### src/rtl/sa_pkg.sv
package sa_pkg;
  localparam logic [3:0] OFF_CTRL   = 4'h0;
  localparam logic [3:0] OFF_LOAD   = 4'h1;
  localparam logic [3:0] OFF_ALARM  = 4'h2;
  localparam logic [3:0] OFF_MASK   = 4'h8;
  localparam logic [3:0] OFF_CLEAR  = 4'h9;
  localparam logic [3:0] OFF_STATUS = 4'hC;
  localparam logic [3:0] OFF_LIVE   = 4'hD;

  localparam int unsigned BIT_ALM_EN  = 0;
  localparam int unsigned BIT_OSC_SEL = 8;
  localparam int unsigned BIT_CNT_EN  = 12;

  typedef struct packed {
    logic cnt_en;
    logic osc_sel;
    logic alm_en;
  } ctrl_t;
endpackage

### src/rtl/sa_gray_dec.sv
module sa_gray_dec #(
  parameter int unsigned W = 32
) (
  input  logic [W-1:0] g_i,
  output logic [W-1:0] b_o
);
  assign b_o[W-1] = g_i[W-1];
  for (genvar i = W - 2; i >= 0; i--) begin : g_bit
    assign b_o[i] = b_o[i+1] ^ g_i[i];
  end
endmodule

### src/rtl/sa_regs.sv
module sa_regs
  import sa_pkg::*;
#(
  parameter int unsigned AW = 4,
  parameter int unsigned DW = 32
) (
  input  logic          clk_i,
  input  logic          rst_ni,
  input  logic          req_i,
  input  logic          we_i,
  input  logic [AW-1:0] addr_i,
  input  logic [DW-1:0] wdata_i,
  input  logic [DW-1:0] cnt_raw_i,
  input  logic          status_i,
  output ctrl_t         ctrl_o,
  output logic          mask_o,
  output logic [DW-1:0] alarm_raw_o,
  output logic          load_o,
  output logic          clr_o,
  output logic [DW-1:0] rdata_o
);
  logic          wr, rd;
  ctrl_t         ctrl_q;
  logic          mask_q;
  logic [DW-1:0] alarm_q;

  assign wr = req_i & we_i;
  assign rd = req_i & ~we_i;

  always_ff @(posedge clk_i or negedge rst_ni) begin
    if (!rst_ni) begin
      ctrl_q  <= '0;
      mask_q  <= 1'b0;
      alarm_q <= '0;
    end else if (wr) begin
      if (addr_i == AW'(OFF_CTRL)) begin
        ctrl_q.cnt_en  <= wdata_i[BIT_CNT_EN];
        ctrl_q.osc_sel <= wdata_i[BIT_OSC_SEL];
        ctrl_q.alm_en  <= wdata_i[BIT_ALM_EN];
      end
      if (addr_i == AW'(OFF_MASK))  mask_q  <= wdata_i[0];
      if (addr_i == AW'(OFF_ALARM)) alarm_q <= wdata_i;
    end
  end

  assign load_o      = wr && (addr_i == AW'(OFF_LOAD));
  assign clr_o       = wr && (addr_i == AW'(OFF_CLEAR)) && wdata_i[0];
  assign ctrl_o      = ctrl_q;
  assign mask_o      = mask_q;
  assign alarm_raw_o = alarm_q;

  always_comb begin
    rdata_o = '0;
    if (rd) begin
      unique case (addr_i)
        AW'(OFF_CTRL): begin
          rdata_o[BIT_CNT_EN]  = ctrl_q.cnt_en;
          rdata_o[BIT_OSC_SEL] = ctrl_q.osc_sel;
          rdata_o[BIT_ALM_EN]  = ctrl_q.alm_en;
        end
        AW'(OFF_ALARM):  rdata_o = alarm_q;
        AW'(OFF_MASK):   rdata_o[0] = mask_q;
        AW'(OFF_STATUS): rdata_o[0] = status_i;
        AW'(OFF_LIVE):   rdata_o = cnt_raw_i;
        default:         rdata_o = '0;
      endcase
    end
  end
endmodule

### src/rtl/sa_counter.sv
module sa_counter #(
  parameter int unsigned DW         = 32,
  parameter bit          GRAY_STORE = 1'b0
) (
  input  logic          clk_i,
  input  logic          rst_ni,
  input  logic          tick_i,
  input  logic          skip_i,
  input  logic          ins_i,
  input  logic          en_i,
  input  logic          load_i,
  input  logic [DW-1:0] load_val_i,
  output logic [DW-1:0] raw_o,
  output logic [DW-1:0] bin_o
);
  logic [DW-1:0] raw_q, bin, nxt_bin, nxt_raw;
  logic [1:0]    step;
  logic          adv;

  assign adv = tick_i & en_i;

  if (GRAY_STORE) begin : g_gray
    sa_gray_dec #(.W(DW)) u_dec (.g_i(raw_q), .b_o(bin));
    assign nxt_raw = nxt_bin ^ (nxt_bin >> 1);
  end else begin : g_bin
    assign bin     = raw_q;
    assign nxt_raw = nxt_bin;
  end

  // skip and insert cancel when both present
  always_comb begin
    unique case ({ins_i, skip_i})
      2'b01:   step = 2'd0;
      2'b10:   step = 2'd2;
      default: step = 2'd1;
    endcase
  end

  assign nxt_bin = bin + DW'(step);

  always_ff @(posedge clk_i or negedge rst_ni) begin
    if (!rst_ni)     raw_q <= '0;
    else if (load_i) raw_q <= load_val_i;
    else if (adv)    raw_q <= nxt_raw;
  end

  assign raw_o = raw_q;
  assign bin_o = bin;
endmodule

### src/rtl/sa_alarm.sv
module sa_alarm #(
  parameter int unsigned DW         = 32,
  parameter bit          GRAY_STORE = 1'b0
) (
  input  logic          clk_i,
  input  logic          rst_ni,
  input  logic          tick_i,
  input  logic          alm_en_i,
  input  logic          mask_i,
  input  logic          clr_i,
  input  logic [DW-1:0] cnt_bin_i,
  input  logic [DW-1:0] alarm_raw_i,
  output logic          status_o,
  output logic          irq_o
);
  logic [DW-1:0] alarm_bin;
  logic          hit, status_q;

  if (GRAY_STORE) begin : g_gray
    sa_gray_dec #(.W(DW)) u_dec (.g_i(alarm_raw_i), .b_o(alarm_bin));
  end else begin : g_bin
    assign alarm_bin = alarm_raw_i;
  end

  assign hit = tick_i & alm_en_i & (cnt_bin_i == alarm_bin);

  // set has priority over clear
  always_ff @(posedge clk_i or negedge rst_ni) begin
    if (!rst_ni)    status_q <= 1'b0;
    else if (hit)   status_q <= 1'b1;
    else if (clr_i) status_q <= 1'b0;
  end

  assign status_o = status_q;
  assign irq_o    = status_q & ~mask_i;
endmodule

### src/rtl/sec_alarm_timer.sv
module sec_alarm_timer
  import sa_pkg::*;
#(
  parameter int unsigned AW         = 4,
  parameter int unsigned DW         = 32,
  parameter bit          GRAY_STORE = 1'b0
) (
  input  logic          clk_i,
  input  logic          rst_ni,
  input  logic          tick_i,
  input  logic          skip_i,
  input  logic          ins_i,
  input  logic          req_i,
  input  logic          we_i,
  input  logic [AW-1:0] addr_i,
  input  logic [DW-1:0] wdata_i,
  output logic [DW-1:0] rdata_o,
  output logic          osc_sel_o,
  output logic          irq_o
);
  ctrl_t         ctrl;
  logic          mask, load, clr, status;
  logic [DW-1:0] alarm_raw, cnt_raw, cnt_bin;

  sa_regs #(.AW(AW), .DW(DW)) u_regs (
    .clk_i      (clk_i),
    .rst_ni     (rst_ni),
    .req_i      (req_i),
    .we_i       (we_i),
    .addr_i     (addr_i),
    .wdata_i    (wdata_i),
    .cnt_raw_i  (cnt_raw),
    .status_i   (status),
    .ctrl_o     (ctrl),
    .mask_o     (mask),
    .alarm_raw_o(alarm_raw),
    .load_o     (load),
    .clr_o      (clr),
    .rdata_o    (rdata_o)
  );

  sa_counter #(.DW(DW), .GRAY_STORE(GRAY_STORE)) u_cnt (
    .clk_i     (clk_i),
    .rst_ni    (rst_ni),
    .tick_i    (tick_i),
    .skip_i    (skip_i),
    .ins_i     (ins_i),
    .en_i      (ctrl.cnt_en),
    .load_i    (load),
    .load_val_i(wdata_i),
    .raw_o     (cnt_raw),
    .bin_o     (cnt_bin)
  );

  sa_alarm #(.DW(DW), .GRAY_STORE(GRAY_STORE)) u_alm (
    .clk_i      (clk_i),
    .rst_ni     (rst_ni),
    .tick_i     (tick_i),
    .alm_en_i   (ctrl.alm_en),
    .mask_i     (mask),
    .clr_i      (clr),
    .cnt_bin_i  (cnt_bin),
    .alarm_raw_i(alarm_raw),
    .status_o   (status),
    .irq_o      (irq_o)
  );

  assign osc_sel_o = ctrl.osc_sel;
endmodule

### config.mk
export PLATFORM = sky130hd
export DESIGN_NAME = sec_alarm_timer
export DESIGN_NICKNAME = d
export VERILOG_FILES = /design/src/rtl/sa_pkg.sv /design/src/rtl/sa_gray_dec.sv /design/src/rtl/sa_regs.sv /design/src/rtl/sa_counter.sv /design/src/rtl/sa_alarm.sv /design/src/rtl/sec_alarm_timer.sv
export SDC_FILE = /design/constraint.sdc
export NUM_CORES = 1
export LEC_CHECK = 0
export CAP_MARGIN = 15
export CORE_AREA = 8 8 92 111
export CTS_CLUSTER_SIZE = 24
export DETAILED_ROUTE_END_ITERATION = 10
export DIE_AREA = 0 0 100 119
export PLACE_DENSITY_LB_ADDON = 0.3
export SLEW_MARGIN = 40
export SYNTH_ARGS = -nofsm -noshare
export SYNTH_HDL_FRONTEND = slang
export SYNTH_SLANG_ARGS = --single-unit
### constraint.sdc
create_clock -name clk_i -period 2.4 [get_ports clk_i]
set_input_delay 0.24 -clock clk_i [delete_from_list [all_inputs] [get_ports clk_i]]
set_output_delay 0.24 -clock clk_i [all_outputs]
set_load 0.1 [all_outputs]
; Yosys cells after proc, flatten, opt, wreduce, memory -nomap -nowiden
; Cells that the tools add are included.
; Widths: inputs -> output; s select.
[word_totals]
out_inout_bits = 34
ff_bits = 69
elab_cells = 46
input_bits = 43
[classes]
add_sub_neg = 1
muxes = 12
bitwise_logic = 8
n_reduce_logical = 9
n_eq_ne = 9
[op_table]
columns = op, count
row1 = $mux 32, 3
row2 = $pmux 19 s2, 1
row3 = $add 32x2->32, 1
row4 = $eq 32x32->1, 1
row5 = $eq 4x4->1 const B, 4
row6 = $pmux 7 s2, 1
row7 = $and 1x1->1, 6
row8 = $pmux 1 s3, 2
row9 = $pmux 3 s2, 1
row10 = $reduce_and 2->1, 3
row11 = $pmux 1 s5, 1
row12 = $eq 4x1->1 const B, 1
row13 = $eq 4x2->1 const B, 1
row14 = $logic_not 4->1, 1
row15 = $pmux 2 s2, 1
row16 = $reduce_bool 2->1, 2
row17 = $logic_and 1x1->1, 3
row18 = $eq 2x1->1 const B, 1
row19 = $eq 2x2->1 const B, 1
row20 = $mux 1, 2
row21 = $not 1->1, 2

; Logic depth before layout (Yosys ltp)
[depth]
word_depth = 5
depth_mapped = 10
depth_no_buf = 9

; Cells and area by module
; Synthesis repeated with hierarchy kept, for this count alone.
[hier_totals]
cells_unflattened = 485
area_unflattened_um2 = 4546.9
[by_module_without_submodules]
columns = module, n_inst, cells_each, area_per_inst_um2, seq_area_each_um2
row1 = sa_counter, 1, 270, 2259.7, 800.8
row2 = sa_regs, 1, 168, 1893.1, 900.9
row3 = sa_alarm, 1, 47, 394.1, 25.0

; Least setup slack after synthesis
; No wires, ideal clock.
[synth_timing]
kind = input port to output port
start = in addr_i[0]
end = out rdata_o[10]
path_buffers = 3
cell_stages = 7
required_ns = 2.160
setup_slack_ns = -0.335
t_arrival_ns = 2.495
cell_sequence = buf_2 nor3_2 and2_1 buf_2 clkbuf_1 a22oi_1 nor2_1
[synth_via]
elab_chain_len = 3
elab_cells_between_ends = 4
cone_classes = eq/ne (2) / mux (2)
[synth_lines]
columns = element, line
row1 = from (decl), sec_alarm_timer.sv:15  ; input logic [AW-1:0] addr_i,
row2 = $eq 4x4->1 or $eq 4x2->1 (tied branches), sa_regs.sv:55  ; unique case (addr_i)
row3 = $pmux 3 s2 (*), sa_regs.sv:55
row4 = $mux 32 (*), sa_regs.sv:54  ; if (rd) begin
row5 = to (decl), sec_alarm_timer.sv:17  ; output logic [DW-1:0] rdata_o,
; Every way passes the cells marked *; elsewhere a longest branch is shown, timed or not.

; Worst setup path after layout
[layout_timing]
start = in skip_i
end = reg u_cnt.raw_q[12], in the netlist u_cnt.bin_o[12]
[layout_via]
elab_chain_len = 5
elab_cells_between_ends = 6
cone_classes = add/sub (1) / eq/ne (2) / mux (3)
[layout_lines]
columns = element, line
row1 = from (decl), sec_alarm_timer.sv:11  ; input logic skip_i,
row2 = $eq 2x2->1 or $eq 2x1->1 (tied branches), sa_counter.sv:32  ; unique case ({ins_i, skip_i})
row3 = $pmux 2 s2 (*), sa_counter.sv:32
row4 = $add 32x2->32 (*), sa_counter.sv:39  ; assign nxt_bin = bin + DW'(step);
row5 = $mux 32 (*), sa_counter.sv:44  ; else if (adv) raw_q <= nxt_raw;
row6 = $mux 32 (*), sa_counter.sv:43  ; else if (load_i) raw_q <= load_val_i;
row7 = to (signal assigned), sa_counter.sv:43
row8 = to (signal assigned), sa_counter.sv:44
row9 = to (decl), sa_counter.sv:16  ; logic [DW-1:0] raw_q, bin, nxt_bin, nxt_raw;
; Every way passes the cells marked *; elsewhere a longest branch is shown, timed or not. The select of a mux whose other input is x is not followed.
; A chain may end at the register's enable or synchronous reset.

==> impl_metrics.tcl <==
set metrics [dict create \
    finalSetupViolations 0 \
    core_area_sq_um 8430 \
    synth_cell_types 43 \
    post-synth-top-count-cell "nor2_1" \
    cts.sink_count 69 \
    timing.setup.tns_ns 0 \
    cts_tree "yes" \
    root_buffer "clkbuf_8" \
    synth_edf_count 0 \
    path_max_fanout 6 \
    cts_buffer_depth 2 \
    drc 0 \
    relSlewSlack_pct 67.6 \
    synth-seq-area-share_pct 41.8 \
    die_h_microns 119 \
    startpoint "skip_i" \
    crit_type "input port to flop" \
    synth_compound_area_share_pct 11.4 \
    io_pins 77 \
    synth_flop_cell "dfrtp_1" \
    cts-htree-levels 3 \
    finalCoreUtilization_pct 66.8 \
    drt_iter0_drc 184 \
    synth_commonest_cells "nor2_1, dfrtp_1, xor2_1" \
    start_util_pct 49.0 \
    crit_chain "clkdlybuf4s50_1, inv_1, ha_1, ha_1, inv_1, fa_1, nor3_4, clkbuf_4, nand4_1, xnor2_1, a21oi_1" \
    clkSlewWorstSetupHoldPaths_ns 0.08 \
    cts_made_buffers 9 \
    synth-simple-area-share_pct 18.1 \
    slowest_delay_ns 0.46 \
    grt_pass1_vias 3777 \
    gp_congestion 0.838 \
    endpoint "u_cnt.bin_o[12]" \
    grt_use_met3_pct 3.96 \
    synth_xor_area_share_pct 12.7 \
    power.leakage_uw 0.00225 \
    netlist_area_sq_um 4130 \
    synthAdderAreaFrac_pct 1.39 \
    clock_latency_ns 0.34 \
    routed_wl_microns 11400 \
    fp.dieArea_sq_um 11900 \
    syn_to_final_growth_pct 36.3 \
    reg2regPathDepth 8 \
    synth_top_family_by_area "simple AND/OR/NAND/NOR gates" \
    required_ns 2.61 \
    yosysTopAreaCellShare_pct 41.8 \
    num_rows 37 \
    grt_pass1_wl_microns 18800 \
    grt-ovfl-total 0 \
    insertedDiodeCount 0 \
    hold_viol_final 0 \
    synth_area_leaders "dfrtp_1, xor2_1, mux2_2, nor2_1, a22oi_1" \
    grt_max_degree 70 \
    fmax_mhz 440 \
    async_flop_share_pct 100 \
    worstReg2RegEnd "u_cnt.bin_o[12]" \
    grt_usage_pct 19.4 \
    use_met2_pct 32.6 \
    slew_viol_final 0 \
    power_density_nw_per_um2 664 \
    ys_ff_latch 69 \
    syn_inst 432 \
    worst_slew_pin_slew_ns 0.483 \
    period_minus_slack_ns 2.27 \
    drive_above_1_share_pct 26.8 \
    yosys.area.top_type "dfrtp_1" \
    busiest_layer "met2" \
    dp_hpwl_microns 8080 \
    vias 3559 \
    viasPerCell 5.70 \
    skew_ns 0.0101 \
    yosys-mux-area-fraction_pct 10.1 \
    cap_violations 0 \
    critPathLaunchType "input port" \
    ir_drop_v 0.000354 \
    avgSynthCellArea_sq_um 9.56 \
    drtAntennaViolNets 0 \
    io_buffers 76 \
    hold_path_class "input port to async pin" \
    nets 550 \
    status "completed" \
    period_share_pct 94.7 \
    rrSetupSlack_ns 0.35 \
    die_width_microns 100 \
    crit_path_end_kind "flop" \
    postCtsSetupRepairBufs 0 \
    antenna_found_initial 0 \
    met1_usage_pct 22.8 \
    rr_startpoint "u_cnt.bin_o[0]" \
    rsz0062_at_grt "false" \
    cp_slowest_cell "clkdlybuf4s50_1" \
    ys_warn_count 0 \
    synth_fp_nets 479 \
    worstPathArrival_ns 2.49 \
    routedWlPerCell_microns 18.3 \
    drt-pass1-iter-count 4 \
]
[cells by family after synthesis]
family                   count (synthesis)
buffers and inverters                   39
XOR/XNOR                                60
AO/OA/AOI/OAI                           74
AND/OR/NAND/NOR                        149
adder cells (fa/ha/maj)                  4
multiplexers                            37
flip-flops                              69
[final cells by class]
class,instances,area (sq um)
timing repair buffer,91,1250
clock buffer,13,149
clock inverter,2,10.0
sequential,69,1730
fill,647,2800
tap,117,146
inverter,8,30.0
multi-input combinational,324,2310
[repair_timing]
action | 4_1_cts | 5_1_grt
setup endpoints to repair | 0 | 7
hold buffers | 1 | 0
resized for setup | 0 | 6
endpoints found under the hold margin | 69 | 0
[metal layers]
metal	wire, microns	part of all wire [%]	up-vias
met1	4650	41	1745
met2	5750	50	129
li1	-	-	1659
met3	703	6.2	26
met5	0	0	-
met4	294	2.6	0
[critical path: cells and delay by family]
family | cells | cell delay, ns
xor+xnor | 1 | 0.17
compound gates | 1 | 0.08
fa+ha+maj | 3 | 0.84
simple gates | 2 | 0.37
buf+inv | 4 | 0.79
[power breakdown]
group / internal, uW / switching, uW
combinational: 538 / 571
clock: 396 / 413
sequential: 1440 / 380
[flip-flops by register name, summed over array words and instances, names as in the netlist]
name and cells:
u_regs.ctrl_o 3, u_cnt.bin_o 32, u_regs.mask_o 1, u_regs.alarm_raw_o 32, u_alm.status_o 1
[cells in the final DEF (no fill, tap or decap), drive strengths merged, types with 7 or more instances in the layout]
| cell type | netlist | routed |
|---|---|---|
| nor3 | 9 | 9 |
| a22oi | 31 | 31 |
| nor2 | 70 | 70 |
| nand4 | 16 | 16 |
| inv | 8 | 8 |
| xnor2 | 12 | 12 |
| nand2 | 10 | 10 |
| clkdlybuf4s50 | 0 | 41 |
| dfrtp | 69 | 69 |
| a21oi | 32 | 32 |
| xor2 | 48 | 48 |
| mux2 | 36 | 36 |
| nor4 | 7 | 7 |
| buf | 16 | 48 |
| nand3 | 19 | 19 |
| clkbuf | 15 | 14 |
[metrics by stage]
stage / cells / power (uW) / area [sq um] / hold slack (ns) / setup slack [ns]
3_3_place_gp: 607 / 2870 / 5440 / 0.292 / -0.110
3_5_place_dp: 607 / 2930 / 5440 / 0.296 / -0.152
6_report: 624 / 3740 / 5630 / 0.459 / 0.127
4_1_cts: 623 / 3730 / 5610 / 0.485 / 0.181
2_1_floorplan: 432 / 2510 / 4210 / -0.0556 / 0.112
5_1_grt: 624 / 3930 / 5630 / 0.504 / 0.0282
[worst min path at each step]
stage / startpoint / to / cells after the start
after global routing: wdata_i[17] / u_cnt.bin_o[17] / 3
after detailed placement: rst_ni / u_regs.alarm_raw_o[7] / 2
after global placement: rst_ni / u_regs.alarm_raw_o[7] / 2
after CTS: rst_ni / u_regs.alarm_raw_o[10] / 3
after floorplan: rst_ni / u_alm.status_o / 0
final: rst_ni / u_regs.alarm_raw_o[10] / 3
(Power assumes the default switching activity.)
